File: src/rtl/tmds_gear_pkg.sv
package tmds_gear_pkg;
  // Lane order inside the gearbox; data channels come first
  typedef enum int unsigned {
    LANE_BLUE  = 0,
    LANE_GREEN = 1,
    LANE_RED   = 2,
    LANE_CLK   = 3
  } lane_e;

  localparam int unsigned N_DATA_LANES = 3;
  localparam int unsigned N_LANES      = N_DATA_LANES + 1;
  localparam int unsigned PAIR_W       = 2;
endpackage

File: src/rtl/tmds_gear_phase.sv
module tmds_gear_phase #(
  parameter int unsigned PAIRS = 5,
  localparam int unsigned PH_W = (PAIRS > 1) ? $clog2(PAIRS) : 1
) (
  input  logic            clk,
  input  logic            rst,
  output logic [PH_W-1:0] phase,
  output logic            last
);
  localparam logic [PH_W-1:0] LAST_PH = PH_W'(PAIRS - 1);

  always_ff @(posedge clk) begin
    if (rst)                phase <= '0;
    else if (phase == LAST_PH) phase <= '0;
    else                    phase <= phase + 1'b1;
  end

  assign last = (phase == LAST_PH);

  assert_phase_range_R1: assert property (@(posedge clk) disable iff (rst)
    phase <= LAST_PH);
  assert_phase_wrap_R1: assert property (@(posedge clk) disable iff (rst)
    last |=> (phase == '0));
  assert_phase_step_R1: assert property (@(posedge clk) disable iff (rst)
    !last |=> (phase == $past(phase) + 1'b1));
endmodule

File: src/rtl/tmds_gear_lane.sv
module tmds_gear_lane #(
  parameter int unsigned SYM_W = 10,
  localparam int unsigned PAIRS = SYM_W / 2,
  localparam int unsigned PH_W  = (PAIRS > 1) ? $clog2(PAIRS) : 1
) (
  input  logic             clk,
  input  logic             rst,
  input  logic             load,
  input  logic [PH_W-1:0]  phase,
  input  logic [SYM_W-1:0] sym_in,
  output logic [1:0]       pair
);
  logic [SYM_W-1:0] hold;
  logic             loaded;

  always_ff @(posedge clk) begin
    if (rst) begin
      hold   <= '1;
      loaded <= 1'b0;
    end else if (load) begin
      hold   <= sym_in;
      loaded <= 1'b1;
    end
  end

  // Pair k = {bit 2k+1, bit 2k}; idle ones until a symbol is held
  always_comb begin
    if (loaded) pair = hold[{phase, 1'b0} +: 2];
    else        pair = 2'b11;
  end

  assert_first_pair_R3: assert property (@(posedge clk) disable iff (rst)
    $past(load) |-> (pair == $past(sym_in[1:0])));
  assert_hold_stable_R6: assert property (@(posedge clk) disable iff (rst)
    !load |=> $stable(hold));
endmodule

File: src/rtl/tmds_ddr_gearbox.sv
module tmds_ddr_gearbox
  import tmds_gear_pkg::*;
#(
  parameter int unsigned SYM_W = 10
) (
  input  logic             clk_fast,
  input  logic             rst_fast,
  input  logic             sym_valid,
  output logic             sym_ready,
  input  logic [SYM_W-1:0] sym_blue,
  input  logic [SYM_W-1:0] sym_green,
  input  logic [SYM_W-1:0] sym_red,
  output logic [1:0]       lane_blue,
  output logic [1:0]       lane_green,
  output logic [1:0]       lane_red,
  output logic [1:0]       lane_clk
);
  localparam int unsigned PAIRS = SYM_W / 2;
  localparam int unsigned PH_W  = (PAIRS > 1) ? $clog2(PAIRS) : 1;
  localparam int unsigned HALF  = SYM_W / 2;
  localparam logic [SYM_W-1:0] CLK_SYM = {{(SYM_W-HALF){1'b1}}, {HALF{1'b0}}};

  logic [PH_W-1:0]  phase;
  logic             slot;
  logic             take;
  logic [SYM_W-1:0] sym_arr  [N_LANES];
  logic [1:0]       pair_arr [N_LANES];

  tmds_gear_phase #(.PAIRS(PAIRS)) u_phase (
    .clk   (clk_fast),
    .rst   (rst_fast),
    .phase (phase),
    .last  (slot)
  );

  assign sym_ready = slot & ~rst_fast;
  assign take      = sym_valid & sym_ready;

  assign sym_arr[LANE_BLUE]  = sym_blue;
  assign sym_arr[LANE_GREEN] = sym_green;
  assign sym_arr[LANE_RED]   = sym_red;
  assign sym_arr[LANE_CLK]   = CLK_SYM;

  for (genvar g = 0; g < N_LANES; g++) begin : g_lane
    tmds_gear_lane #(.SYM_W(SYM_W)) u_lane (
      .clk    (clk_fast),
      .rst    (rst_fast),
      .load   (take),
      .phase  (phase),
      .sym_in (sym_arr[g]),
      .pair   (pair_arr[g])
    );
  end

  assign lane_blue  = pair_arr[LANE_BLUE];
  assign lane_green = pair_arr[LANE_GREEN];
  assign lane_red   = pair_arr[LANE_RED];
  assign lane_clk   = pair_arr[LANE_CLK];

  // Last pair of the clock symbol and the idle value are both ones
  assert_clk_last_pair_R5: assert property (@(posedge clk_fast) disable iff (rst_fast)
    sym_ready |-> (lane_clk == 2'b11));
  assert_ready_gap_R1: assert property (@(posedge clk_fast) disable iff (rst_fast)
    sym_ready |=> !sym_ready);
endmodule

File: config.mk
export PLATFORM = sky130hd
export DESIGN_NAME = tmds_ddr_gearbox
export DESIGN_NICKNAME = d
export VERILOG_FILES = /design/src/rtl/tmds_gear_pkg.sv /design/src/rtl/tmds_gear_phase.sv /design/src/rtl/tmds_gear_lane.sv /design/src/rtl/tmds_ddr_gearbox.sv
export SDC_FILE = /design/constraint.sdc
export NUM_CORES = 1
export LEC_CHECK = 0
export BUFFER_PORTS_ARGS = -buffer_cell sky130_fd_sc_hd__buf_2
export CORE_MARGIN = 2
export CORE_UTILIZATION = 30
export CTS_CLUSTER_DIAMETER = 30
export DETAILED_ROUTE_END_ITERATION = 12
export GPL_TIMING_DRIVEN = 0
export PLACE_DENSITY = 0.51
export SYNTH_ARGS = -nofsm -noshare
export SYNTH_HDL_FRONTEND = slang
export SYNTH_HIERARCHICAL = 1
export SYNTH_SLANG_ARGS = --single-unit
File: constraint.sdc
create_clock -name clk_fast -period 3.3 [get_ports clk_fast]
set_clock_uncertainty 0.15 [all_clocks]
set_input_delay 0.495 -clock clk_fast [delete_from_list [all_inputs] [get_ports clk_fast]]
set_output_delay 0.495 -clock clk_fast [all_outputs]
set_load 0.03 [all_outputs]
# After elaboration in Yosys (flattened, before gate mapping)
# Index checks and enable logic that the tools add are counted.
dict set report op_classes {
  bitwise 3
  add_sub_neg 1
  n_shift 4
  reduce_logical 1
  eq_ne 1
  mux 4
}
# cell n
set op_table {}
lappend op_table {{$shiftx A10 B5 Y2} 4}
lappend op_table {{$mux W2} 4}
lappend op_table {{$add A3 B1 Y3 const B} 1}
lappend op_table {{$eq A3 B3 Y1 const B} 1}
lappend op_table {{$and A1 B1 Y1} 2}
lappend op_table {{$reduce_or A2 Y1} 1}
lappend op_table {{$not A1 Y1} 1}
dict set report totals {
  wordCells 20
  output_inout_bits 9
  ff_bits 39
  input_bits 33
}

# Longest topological paths before layout
dict set report logic_depth {
  word_depth 3
  mapped_depth 8
  ltp_nobuf 6
}

# Modules after synthesis
# The synthesis kept the hierarchy.
# mod cells_per_inst n_inst area_each_um2
set modules_own_cells {}
lappend modules_own_cells {tmds_gear_lane 48 4 489.2}
lappend modules_own_cells {tmds_gear_phase 13 1 135.1}
lappend modules_own_cells {tmds_ddr_gearbox 4 1 22.5}

# Worst setup path after synthesis
# OpenSTA, ideal clock, no wires.
dict set report synth_path {
  kind {reg-to-reg}
  from {register u_phase.phase[1]}
  to {register g_lane[0].u_lane.hold[9]}
  setup_time_ns 0.120
  slack_ns 0.885
  arrival_time_ns 2.145
  path_buffers 2
  synth_period_minus_slack_ns 2.415
  stages_incl_launch_ff 8
  path_cell_list {dfxtp_1 -> inv_1 -> ha_1 -> and2_2 -> and3b_1 -> buf_2 -> buf_4 -> a211o_1}
}
dict set report synth_via {
  elab_chain_len 3
}
# element line_no
set synth_rtl {}
lappend synth_rtl {{from (decl)} tmds_gear_phase.sv:7} ;# output logic [PH_W-1:0] phase,
lappend synth_rtl {{from (signal assigned)} tmds_gear_phase.sv:15} ;# else phase <= phase + 1'b1;
lappend synth_rtl {{$eq A3 B3 Y1} tmds_gear_phase.sv:18} ;# assign last = (phase == LAST_PH);
lappend synth_rtl {{named net slot} tmds_ddr_gearbox.sv:24} ;# logic slot;
lappend synth_rtl {{$and A1 B1 Y1} tmds_ddr_gearbox.sv:36} ;# assign sym_ready = slot & ~rst_fast;
lappend synth_rtl {{$and A1 B1 Y1} tmds_ddr_gearbox.sv:37} ;# assign take = sym_valid & sym_ready;
lappend synth_rtl {{named net take} tmds_ddr_gearbox.sv:25} ;# logic take;
lappend synth_rtl {{to (signal assigned)} tmds_gear_lane.sv:21} ;# hold <= sym_in;
lappend synth_rtl {{to (decl)} tmds_gear_lane.sv:13} ;# logic [SYM_W-1:0] hold;
# The timed path passes the listed nets, and every way through them passes these cells.
# A chain may end at the register's enable or synchronous reset.

# Final worst setup path
dict set report layout_path {
  from {register u_phase.phase[1]}
  to {register g_lane[1].u_lane.hold[3]}
}
dict set report layout_via {
  elab_chain_len 3
}
# element line_no
set layout_rtl {}
lappend layout_rtl {{$eq A3 B3 Y1} tmds_gear_phase.sv:18}
lappend layout_rtl {{named net slot} tmds_ddr_gearbox.sv:24}
lappend layout_rtl {{$and A1 B1 Y1} tmds_ddr_gearbox.sv:36}
lappend layout_rtl {{$and A1 B1 Y1} tmds_ddr_gearbox.sv:37}
lappend layout_rtl {{named net take} tmds_ddr_gearbox.sv:25}
lappend layout_rtl {{to (signal assigned)} tmds_gear_lane.sv:21}
lappend layout_rtl {{to (decl)} tmds_gear_lane.sv:13}
# The timed path passes the listed nets, and every way through them passes these cells.

==> summary.txt <==
Status -> finished clean
Synth Register Bits -> 47
Die area -> 7736 um2
DRT iter0 DRCs -> 49
Layout Cells excl Fill -> 362
Crit start category -> flip-flop
Antenna-violating nets left -> 0
Largest net degree at the start of global routing -> 23
Fin crit period -> 2946 ps
Adder-Cell Fraction of Synth Area -> 0.01183
Pwr Total -> 1.182 mW
Via density -> 4.622
Area occupied by registers -> 940.9 um2
Type of the worst setup path -> reg -> reg
First-pass GRT wire length -> 7.638 mm
Worst Tran Pin Value -> 1127 ps
Number of library cell types mapped by synthesis -> 22
Synth-to-layout area growth -> 23.25%
Cts hold-fix bufs -> 0
Wire per inst -> 12.94 um
Cell count after synthesis -> 209
Rows -> 30
# port buffers -> 41
Placed Cells -> 354
Req. time, crit path -> 3340 ps
Power Density -> 453.7 nW/um2
Cts repair resizes -> 0
Initial Util -> 0.3112
Post-synth EDFFs -> 0
Final GP Congestion -> 0.7168
Dpl hpwl -> 3.072 mm
Top FF cell, synth -> dfxtp_1
Core Box Area -> 6794 um2
Final Max Slew Viols -> 0
Reg clk slew, reported paths -> 100 ps
Root buf cell -> clkbuf_8
Fillcell total -> 695
Synth async-reset ratio -> 0
HP Class -> in -> reg
Maxcap violations -> 0
Setup_tns -> 0 ps
Worst VDD drop -> 0.0002465 V
Largest family of logic cells by synthesized area -> compound AO/OA/AOI/OAI gates
Final nets -> 300
Diode count -> 0
Via count -> 1673
Crit path capture type -> flip-flop
Fraction of layout instances using a drive strength above 1 -> 0.2519
Syn avg cell area -> 10.12 um2
Worst slew margin -> 0.2476
Sequential-to-total area share from yosys stat -> 0.4450
Fmax -> 339.4 MHz
CTS tree -> built
Period utilization -> 0.8928
Die Y -> 87.96 um
Post-Syn Area -> 2115 um2
Pleak -> 0.9772 nW
Grt total ovfl -> 0
Vias in the first global route -> 1587
Clock buffer count from CTS -> 5
Crit path DAT -> 2980 ps
H-tree depth -> 2
RSZ-0062 raised after global routing -> no
Clock latency at the later pin of the worst-skew pair -> 290 ps
Total Routing Usage GR -> 0.1266
Mux cell area share after synthesis -> 0.08047
Die W -> 87.96 um
Antenna violations before repair -> 0
Simple-gate share of the synthesized area -> 0.1953
Multi-input gate area -> 1131 um2
Final WL -> 4.683 mm
Synth warn -> 6
Synth Area in Compound Gates -> 0.2296
Post-CTS setup buffers -> 0
Fin util -> 0.3836
Final hold violation count -> 0
Num ports -> 42
Sink Count -> 47
1st-pass router iterations -> 4
Finish-stage setup viols -> 0
DRC errors left -> 0
Max Root-Sink Buffers -> 2
CP Max Fanout -> 22
XOR/XNOR share of the synthesized area -> 0
## where the power goes
part / internal [mW] / switching [mW] / leakage [nW]
logic: 0.0452 / 0.0368 / 0.532
clock network: 0.302 / 0.198 / 0.0644
registers: 0.575 / 0.0250 / 0.381
total: 0.923 / 0.260 / 0.977
## registers in the layout, indices dropped and copies added (netlist names)
name and cells:
g_lane.u_lane/hold 40, g_lane.u_lane/loaded 4, u_phase/phase 3
## final timing paths
check / start / endpoint / slack (ps) / depth (start not counted)
setup / recovery: u_phase/phase[1]$_SDFF_PP0_ / g_lane[1].u_lane/hold[3]$_SDFFE_PP1P_ / 350 / 7
hold / removal: sym_blue[1] / g_lane[0].u_lane/hold[1]$_SDFFE_PP1P_ / 250 / 2
setup reg to reg: u_phase/phase[1]$_SDFF_PP0_ / g_lane[1].u_lane/hold[3]$_SDFFE_PP1P_ / 350 / 7
hold reg to reg: g_lane[2].u_lane/loaded$_SDFFE_PP0P_ / g_lane[2].u_lane/loaded$_SDFFE_PP0P_ / 340 / 2
## layer usage
metal	wire length, um	share of wire	GRT usage
met5	0	0	0
met2	2105	0.45	0.2004
met1	2364	0.50	0.1716
met3	173	0.037	0.03582
met4	39	0.0083	0.02937
## cell families after synthesis
kind of cell               after synthesis
muxes                                   16
DFF                                     47
AOI/OAI and AO/OA                       57
and+or+nand+nor                         71
other                                    2
adders and majority gates                2
buffers and inverters                   14
## Yosys cell counts (2+ instances only)
cell	instances	area share
clkbuf_1	4	0.0071
a211o_1	40	0.17
a2bb2oi_1	8	0.033
buf_4	4	0.014
conb_1	2	0.0036
nand2_1	8	0.014
o211ai_1	8	0.028
dfxtp_1	47	0.44
nor2b_1	49	0.14
inv_1	2	0.0036
ha_1	2	0.012
mux2i_1	8	0.038
nor2_1	8	0.014
mux2_2	8	0.043
buf_2	4	0.0095
## layout by cell type (no fill, tap or decap), drive strengths merged
master / netlist / layout
mux2i: 8 / 8
nand2: 8 / 8
inv: 2 / 2
dfxtp: 47 / 47
and2: 1 / 1
or2b: 1 / 1
nor2: 8 / 8
nor3: 1 / 1
buf: 8 / 49
a21oi: 1 / 1
a211o: 40 / 40
o211ai: 8 / 8
and3b: 1 / 1
or3b: 1 / 1
bufinv: 0 / 2
nor3b: 1 / 1
conb: 2 / 10
mux2: 8 / 8
a2bb2oi: 8 / 8
ha: 2 / 2
nor2b: 49 / 49
clkinvlp: 0 / 1
clkbuf: 4 / 9
## final cells by class
| class | count | share of cell area |
|---|---|---|
| flip-flops and latches | 47 | 0.3610 |
| well taps | 96 | 0.04609 |
| inverters | 2 | 0.002880 |
| repair buffers | 41 | 0.07873 |
| plain buffers | 12 | 0.02496 |
| clock buffers | 5 | 0.02640 |
| clock inverters | 3 | 0.02592 |
| multi-input cells | 156 | 0.4340 |
## worst max-delay path, stage by stage (launching register included)
cell and delay [ps]:
dfxtp_1 1080, inv_1 110, ha_1 230, and2_2 210
and3b_1 330, buf_2 260, buf_4 190, a211o_1 260
## through the flow
step	setup slack [ps]	instance area, um2	hold WS [ps]
after detailed placement	323.7	2470	332.6
after global routing	145.3	2606	239.4
after global placement	367.4	2470	323.6
final	353.9	2606	245.6
after CTS	306.4	2606	238.5
after floorplan	885.0	2145	306.1
Power figures use the tool's default switching activity.
